===== src/rtl/sdh_dma_pkg.sv =====
package sdh_dma_pkg;

    // Register byte offsets
    localparam logic [7:0] OFF_MODE = 8'h00;
    localparam logic [7:0] OFF_CTRL = 8'h04;
    localparam logic [7:0] OFF_RST  = 8'h08;
    localparam logic [7:0] OFF_ALO  = 8'h0C;
    localparam logic [7:0] OFF_AHI  = 8'h10;

    typedef enum logic [2:0] {
        ST_IDLE,
        ST_MRD,
        ST_TXO,
        ST_RXI,
        ST_MWR
    } dma_st_e;

    typedef struct packed {
        logic       dir;    // 0: memory to card, 1: card to memory
        logic [1:0] width;  // beat = 2^width bytes
        logic       inc;    // address advance per beat
    } dma_mode_t;

endpackage


===== src/rtl/sdh_dma_regs.sv =====
module sdh_dma_regs
    import sdh_dma_pkg::*;
#(
    parameter int AW     = 64,
    parameter int REG_AW = 8
) (
    input  logic              clk,
    input  logic              rst_n,
    input  logic              reg_wr,
    input  logic [REG_AW-1:0] reg_addr,
    input  logic [31:0]       reg_wdata,
    input  logic              busy_i,
    output logic [31:0]       reg_rdata,
    output logic              start_o,
    output dma_mode_t         mode_o,
    output logic [AW-1:0]     base_o,
    output logic [1:0]        ch_run_o
);

    localparam logic [REG_AW-1:0] A_MODE = REG_AW'(OFF_MODE);
    localparam logic [REG_AW-1:0] A_CTRL = REG_AW'(OFF_CTRL);
    localparam logic [REG_AW-1:0] A_RST  = REG_AW'(OFF_RST);
    localparam logic [REG_AW-1:0] A_ALO  = REG_AW'(OFF_ALO);
    localparam logic [REG_AW-1:0] A_AHI  = REG_AW'(OFF_AHI);

    typedef struct packed {
        logic [1:0]  dir_fld;
        logic [1:0]  width;
        logic        inc;
        logic [1:0]  run;
        logic [31:0] alo;
        logic [31:0] ahi;
    } regs_t;

    regs_t q, d;
    logic [63:0] full_addr;

    always_comb begin
        d = q;
        if (reg_wr) begin
            unique case (reg_addr)
                A_MODE: begin
                    d.dir_fld = reg_wdata[17:16];
                    d.width   = reg_wdata[5:4];
                    d.inc     = reg_wdata[0];
                end
                A_RST:   d.run = reg_wdata[9:8];
                A_ALO:   d.alo = {reg_wdata[31:3], 3'b000};
                A_AHI:   d.ahi = reg_wdata;
                default: ;
            endcase
        end
    end

    always_ff @(posedge clk or negedge rst_n) begin
        if (!rst_n) begin
            q     <= '0;
            q.run <= 2'b11;
        end else begin
            q <= d;
        end
    end

    always_comb begin
        unique case (reg_addr)
            A_MODE:  reg_rdata = {14'b0, q.dir_fld, 10'b0, q.width, 3'b0, q.inc};
            A_CTRL:  reg_rdata = {30'b0, busy_i, 1'b0};
            A_RST:   reg_rdata = {22'b0, q.run, 8'b0};
            A_ALO:   reg_rdata = q.alo;
            A_AHI:   reg_rdata = q.ahi;
            default: reg_rdata = '0;
        endcase
    end

    assign full_addr    = {q.ahi, q.alo};
    assign base_o       = full_addr[AW-1:0];
    assign start_o      = reg_wr && (reg_addr == A_CTRL) && reg_wdata[0];
    assign mode_o.dir   = q.dir_fld[0];
    assign mode_o.width = q.width;
    assign mode_o.inc   = q.inc;
    assign ch_run_o     = q.run;

endmodule


===== src/rtl/sdh_dma_engine.sv =====
module sdh_dma_engine
    import sdh_dma_pkg::*;
#(
    parameter int AW    = 64,
    parameter int DW    = 64,
    parameter int LEN_W = 16
) (
    input  logic             clk,
    input  logic             rst_n,
    input  logic             start_i,
    input  dma_mode_t        mode_i,
    input  logic [AW-1:0]    base_i,
    input  logic [LEN_W-1:0] len_i,
    input  logic [1:0]       ch_run_i,
    output logic             mem_req,
    output logic             mem_we,
    output logic [AW-1:0]    mem_addr,
    output logic [1:0]       mem_size,
    output logic [DW-1:0]    mem_wdata,
    input  logic             mem_ack,
    input  logic [DW-1:0]    mem_rdata,
    output logic             tx_valid,
    output logic [DW-1:0]    tx_data,
    input  logic             tx_ready,
    input  logic             rx_valid,
    input  logic [DW-1:0]    rx_data,
    output logic             rx_ready,
    output logic             busy_o,
    output logic             done_o
);

    localparam logic [AW-1:0]    ONE_A = AW'(1);
    localparam logic [LEN_W-1:0] ONE_L = LEN_W'(1);

    typedef struct packed {
        dma_st_e          st;
        logic             dir;
        logic [1:0]       width;
        logic             inc;
        logic [AW-1:0]    addr;
        logic [LEN_W-1:0] beats;
        logic [DW-1:0]    data;
        logic             done;
    } eng_t;

    eng_t q, d;
    logic run_act, live, fire;
    logic [AW-1:0] step;

    assign run_act = ch_run_i[q.dir];
    assign live    = (q.st != ST_IDLE) && run_act;
    assign step    = ONE_A << q.width;

    always_comb begin
        d        = q;
        d.done   = 1'b0;
        fire     = 1'b0;
        mem_req  = 1'b0;
        mem_we   = 1'b0;
        tx_valid = 1'b0;
        rx_ready = 1'b0;
        unique case (q.st)
            ST_IDLE: begin
                if (start_i && ch_run_i[mode_i.dir]) begin
                    d.dir   = mode_i.dir;
                    d.width = mode_i.width;
                    d.inc   = mode_i.inc;
                    d.addr  = base_i;
                    d.beats = len_i >> mode_i.width;
                    if (d.beats == '0) d.done = 1'b1;
                    else               d.st   = mode_i.dir ? ST_RXI : ST_MRD;
                end
            end
            ST_MRD: begin
                mem_req = live;
                if (live && mem_ack) begin
                    d.data = mem_rdata;
                    d.st   = ST_TXO;
                end
            end
            ST_TXO: begin
                tx_valid = live;
                fire     = live && tx_ready;
            end
            ST_RXI: begin
                rx_ready = live;
                if (live && rx_valid) begin
                    d.data = rx_data;
                    d.st   = ST_MWR;
                end
            end
            ST_MWR: begin
                mem_req = live;
                mem_we  = live;
                fire    = live && mem_ack;
            end
            default: d.st = ST_IDLE;
        endcase

        // one beat finished: advance address and count
        if (fire) begin
            d.beats = q.beats - ONE_L;
            if (q.inc) d.addr = q.addr + step;
            if (q.beats == ONE_L) begin
                d.st   = ST_IDLE;
                d.done = 1'b1;
            end else begin
                d.st = q.dir ? ST_RXI : ST_MRD;
            end
        end

        // active channel held in reset: abandon the segment silently
        if (q.st != ST_IDLE && !run_act) begin
            d.st   = ST_IDLE;
            d.done = 1'b0;
        end
    end

    always_ff @(posedge clk or negedge rst_n) begin
        if (!rst_n) q <= '0;
        else        q <= d;
    end

    assign mem_addr  = q.addr;
    assign mem_size  = q.width;
    assign mem_wdata = q.data;
    assign tx_data   = q.data;
    assign busy_o    = (q.st != ST_IDLE);
    assign done_o    = q.done;

endmodule


===== src/rtl/sdh_dma_top.sv =====
module sdh_dma_top
    import sdh_dma_pkg::*;
#(
    parameter int AW     = 64,
    parameter int DW     = 64,
    parameter int LEN_W  = 16,
    parameter int REG_AW = 8
) (
    input  logic              clk,
    input  logic              rst_n,
    input  logic              reg_wr,
    input  logic [REG_AW-1:0] reg_addr,
    input  logic [31:0]       reg_wdata,
    output logic [31:0]       reg_rdata,
    input  logic [LEN_W-1:0]  xfer_len,
    output logic              mem_req,
    output logic              mem_we,
    output logic [AW-1:0]     mem_addr,
    output logic [1:0]        mem_size,
    output logic [DW-1:0]     mem_wdata,
    input  logic              mem_ack,
    input  logic [DW-1:0]     mem_rdata,
    output logic              tx_valid,
    output logic [DW-1:0]     tx_data,
    input  logic              tx_ready,
    input  logic              rx_valid,
    input  logic [DW-1:0]     rx_data,
    output logic              rx_ready,
    output logic              busy,
    output logic              done
);

    logic          start_w;
    dma_mode_t     mode_w;
    logic [AW-1:0] base_w;
    logic [1:0]    run_w;

    sdh_dma_regs #(.AW(AW), .REG_AW(REG_AW)) u_regs (
        .clk      (clk),
        .rst_n    (rst_n),
        .reg_wr   (reg_wr),
        .reg_addr (reg_addr),
        .reg_wdata(reg_wdata),
        .busy_i   (busy),
        .reg_rdata(reg_rdata),
        .start_o  (start_w),
        .mode_o   (mode_w),
        .base_o   (base_w),
        .ch_run_o (run_w)
    );

    sdh_dma_engine #(.AW(AW), .DW(DW), .LEN_W(LEN_W)) u_eng (
        .clk      (clk),
        .rst_n    (rst_n),
        .start_i  (start_w),
        .mode_i   (mode_w),
        .base_i   (base_w),
        .len_i    (xfer_len),
        .ch_run_i (run_w),
        .mem_req  (mem_req),
        .mem_we   (mem_we),
        .mem_addr (mem_addr),
        .mem_size (mem_size),
        .mem_wdata(mem_wdata),
        .mem_ack  (mem_ack),
        .mem_rdata(mem_rdata),
        .tx_valid (tx_valid),
        .tx_data  (tx_data),
        .tx_ready (tx_ready),
        .rx_valid (rx_valid),
        .rx_data  (rx_data),
        .rx_ready (rx_ready),
        .busy_o   (busy),
        .done_o   (done)
    );

endmodule


===== config.mk =====
export PLATFORM = sky130hd
export DESIGN_NAME = sdh_dma_top
export DESIGN_NICKNAME = d
export VERILOG_FILES = /design/src/rtl/sdh_dma_pkg.sv /design/src/rtl/sdh_dma_regs.sv /design/src/rtl/sdh_dma_engine.sv /design/src/rtl/sdh_dma_top.sv
export SDC_FILE = /design/constraint.sdc
export NUM_CORES = 1
export LEC_CHECK = 0
export ABC_CLOCK_PERIOD_IN_PS = 4800
export BUFFER_PORTS_ARGS = -buffer_cell sky130_fd_sc_hd__buf_4
export CORE_MARGIN = 2
export CORE_UTILIZATION = 30
export CTS_BUF_LIST = sky130_fd_sc_hd__clkbuf_8 sky130_fd_sc_hd__clkbuf_16
export CTS_CLUSTER_SIZE = 12
export DETAILED_ROUTE_END_ITERATION = 8
export PLACE_DENSITY_LB_ADDON = 0.12
export SLEW_MARGIN = 10
export SYNTH_ARGS = -nofsm -noshare
export SYNTH_HDL_FRONTEND = slang
export SYNTH_HIERARCHICAL = 1
export SYNTH_SLANG_ARGS = --single-unit

===== constraint.sdc =====
create_clock -name clk -period 4.8 [get_ports clk]
set_input_delay 0.24 -clock clk [delete_from_list [all_inputs] [get_ports clk]]
set_output_delay 0.24 -clock clk [all_outputs]
set_load 0.1 [all_outputs]

==> impl_metrics.ini <==
[outcome]
run_status = completed

[floorplanning]
chipWidth_um = 219
num_io_pins = 422
die_span_in_y_um = 219
start_util_pct = 30.5
placementRows = 78
floorplan.core_area_um2 = 45600
floorplan.die_area_um2 = 48100

[grt]
grt_antenna_before_repair = 1
globalRoute.totalOverflow = 0
first_global_vias = 11822
global_route_wire_length_before_repair_um = 77500
global_route.usage.total_pct = 21.3
pin_count_of_the_biggest_net_entering_global_routing = 109

[critical_path]
worst_setup_path_start_kind = register
cp.buffers_inverters = 2
critical_path.cell_chain = mux2i_1, nor3_2, buf_12, nor2_1, a31oi_1, dlygate4sd3_1
timing.critical_path.arrival_ps = 3650
cp_slowest_stage_delay_ps = 880
crit_family = simple AND/OR/NAND/NOR gates
worst_ep_required_time_ps = 5290
slowest_cell_on_crit_path = nor3_2
criticalPathCategory = reg2reg
crit_fanout = 88
timing.critical_path.to_type = register

[route]
drt_iter0_markers = 1004
drt-total-wl_um = 53400
drt.antenna.violating_nets = 0
drc = 0
routed-via-count = 12200
drt_pre_antenna_iters = 6
post_drt_wl_per_cell_um = 22.2
vias_per_cell = 5.07

[layout]
final_layout_size_suffix_gt1_share_pct = 33.5
antenna_cells = 0
areaGrowthSynthToFinish_pct = 31.2
fin_util_pct = 40.0
mostFrequentLayoutCell = buf_4
mostFrequentLayoutCells = buf_4, dfrtp_1, nand2_1, dlygate4sd3_1, nor2_1
num-nets-final = 1984

[sta]
final_hold_viol_count = 0
max-slew-margin-rel_pct = 30.9
grt_setup_unrepaired = no
timing.final.max_slew_violations = 0
final.setup_skew_ps = 28.1
fin_crit_sh_pct = 65.7
final.min_clock_period_ps = 3150
finalSetupViolations = 0
worstMarginPinSlew_ps = 1040
setup_total_negative_slack_ps = 0
timing.fmax_mhz = 317

[pwr]
power.switching_fraction_pct = 30.5
power.switching_uw = 1570
intPower_uw = 3580
clockPowerShare_pct = 43.3
power_frac_seq_pct = 38.6
share_comb_of_total_power_pct = 18.1
power_density_nw_per_um2 = 282
static-leakage-power_uw = 0.00884
vdd_ir_drop_max_mv = 0.266

[yosys]
yosys.area.top_type = dfrtp_1
post-synth-top-area-fraction_pct = 39.2
synthesis.area_um2 = 13900
synth_sequential_area_ratio_pct = 39.6
ys_warn_count = 6
post_synth_inst_count = 1496
postSynthRegisterBits = 220
async_s_r_ff_share_synth_pct = 100
synth-main-ff-cell = dfrtp_1
syn_avg_cell_area_um2 = 9.29
synthDistinctLibCells = 82
synth_area_leaders = dfrtp_1, buf_4, nand2_1, mux2_2, nor2_1
synth_enable_flop_cells = 0

[cts]
clock_path_buffers = 3
root_buffer = clkbuf_16
insertion_delay_ps = 580
cts.repair.resized = 0
tritoncts = built
clk_pin_slew_ps = 60
tritoncts.num_buffers = 28
h_tree_depth = 1
cts.sink_count = 220

[place]
routabilityCongestion = 0.819
place.detailed.hpwl_um = 39400
port_buffers = 421

[job]
max-cap-violations = 0

[worst_hold_path]
holdCritPathClass = in2reg
-- repair_timing --
action	in CTS	in global routing
hold endpoints to repair	239	0
endpoints found under the setup margin	0	0
hold buffers	164	0
setup buffers	0	0
-- power by group through the flow --
stage	Combinational [uW]	Clock, uW	Sequential [uW]
detailed placement	831	0	2020
CTS	938	2290	1990
global route	977	2350	1990
global placement	829	0	2020
floorplan	656	0	1980
finish	933	2230	1990
-- cell type report --
type	instances	area (um2)
clock buffer	36	811
clock inverter	15	166
fill	4551	27300
inverter	10	37.5
multi-input combinational	922	5990
sequential	220	5510
tap	600	751
timing repair buffer	605	4970
-- logic make-up after synthesis --
| logic type | Yosys count | share of synthesized area, % |
|---|---|---|
| simple gates | 530 | 18.5 |
| other cells | 1 | 0.0270 |
| xor+xnor | 10 | 0.630 |
| flops | 220 | 39.6 |
| buf+inv | 356 | 17.4 |
| mux | 94 | 8.77 |
| fa+ha+maj | 7 | 0.684 |
| compound gates | 278 | 14.4 |
-- worst register-to-register path, delay by kind of cell (launching register included) --
family / cells / cell delay (ps)
multiplexers: 1 / 300
AND/OR/NAND/NOR: 2 / 1040
flip-flops: 1 / 610
buffers and inverters: 2 / 950
AO/OA/AOI/OAI: 1 / 170
-- state kept, by name, summed over array words and instances (netlist names) --
name             cells
u_eng/mem_addr      64
u_eng/mem_wdata     64
u_regs/base_o       61
u_eng/q             21
u_regs/mode_o        4
u_eng/mem_size       2
u_regs/ch_run_o      2
u_eng/done_o         1
u_regs/q             1
-- per-stage QoR --
step / worst slack [ps] / hold WS (ps) / total power [uW] / std cells / instance area (um2)
floorplan: 631 / -55.6 / 2630 / 1498 / 13900
global placement: 1770 / 405 / 2850 / 2193 / 15600
detailed placement: 1770 / 395 / 2850 / 2193 / 15600
CTS: 1720 / 58.8 / 5210 / 2408 / 18200
global route: 1500 / 103 / 5320 / 2408 / 18200
finish: 1650 / 92.3 / 5150 / 2408 / 18200
-- synthesized netlist by cell type, types with 31 or more instances --
master	n
buf_2	33
a21oi_1	40
clkbuf_1	32
buf_4	269
nand3_1	47
nand4_1	32
nor2_1	136
dfrtp_1	218
nor3_1	31
mux2_2	60
nand2_1	189
a31oi_1	76
-- metal layers --
layer  wire [um]  global-route usage [%]  vias to the layer above
met5           0                       0                        -
met4        1170                    4.80                        0
met3        3290                    4.10                       59
met2       25300                    35.1                      434
met1       23700                    28.7                     6026
li1            -                       -                     5681
-- final timing paths --
check | startpoint | to | depth (start not counted) | slack, ps
min | reg_wr | u_regs/ch_run_o[1] | 3 | 90
max in group asynchronous | rst_n | u_eng/mem_addr[23] | 3 | 3180
max reg2reg | u_regs/ch_run_o[1] | u_eng/mem_wdata[29] | 6 | 1650
max | u_regs/ch_run_o[1] | u_eng/mem_wdata[29] | 6 | 1650
min in group asynchronous | rst_n | u_regs/base_o[14] | 2 | 310
min reg2reg | u_eng/q[80] | u_eng/q[80] | 1 | 510
(Power assumes the default switching activity.)
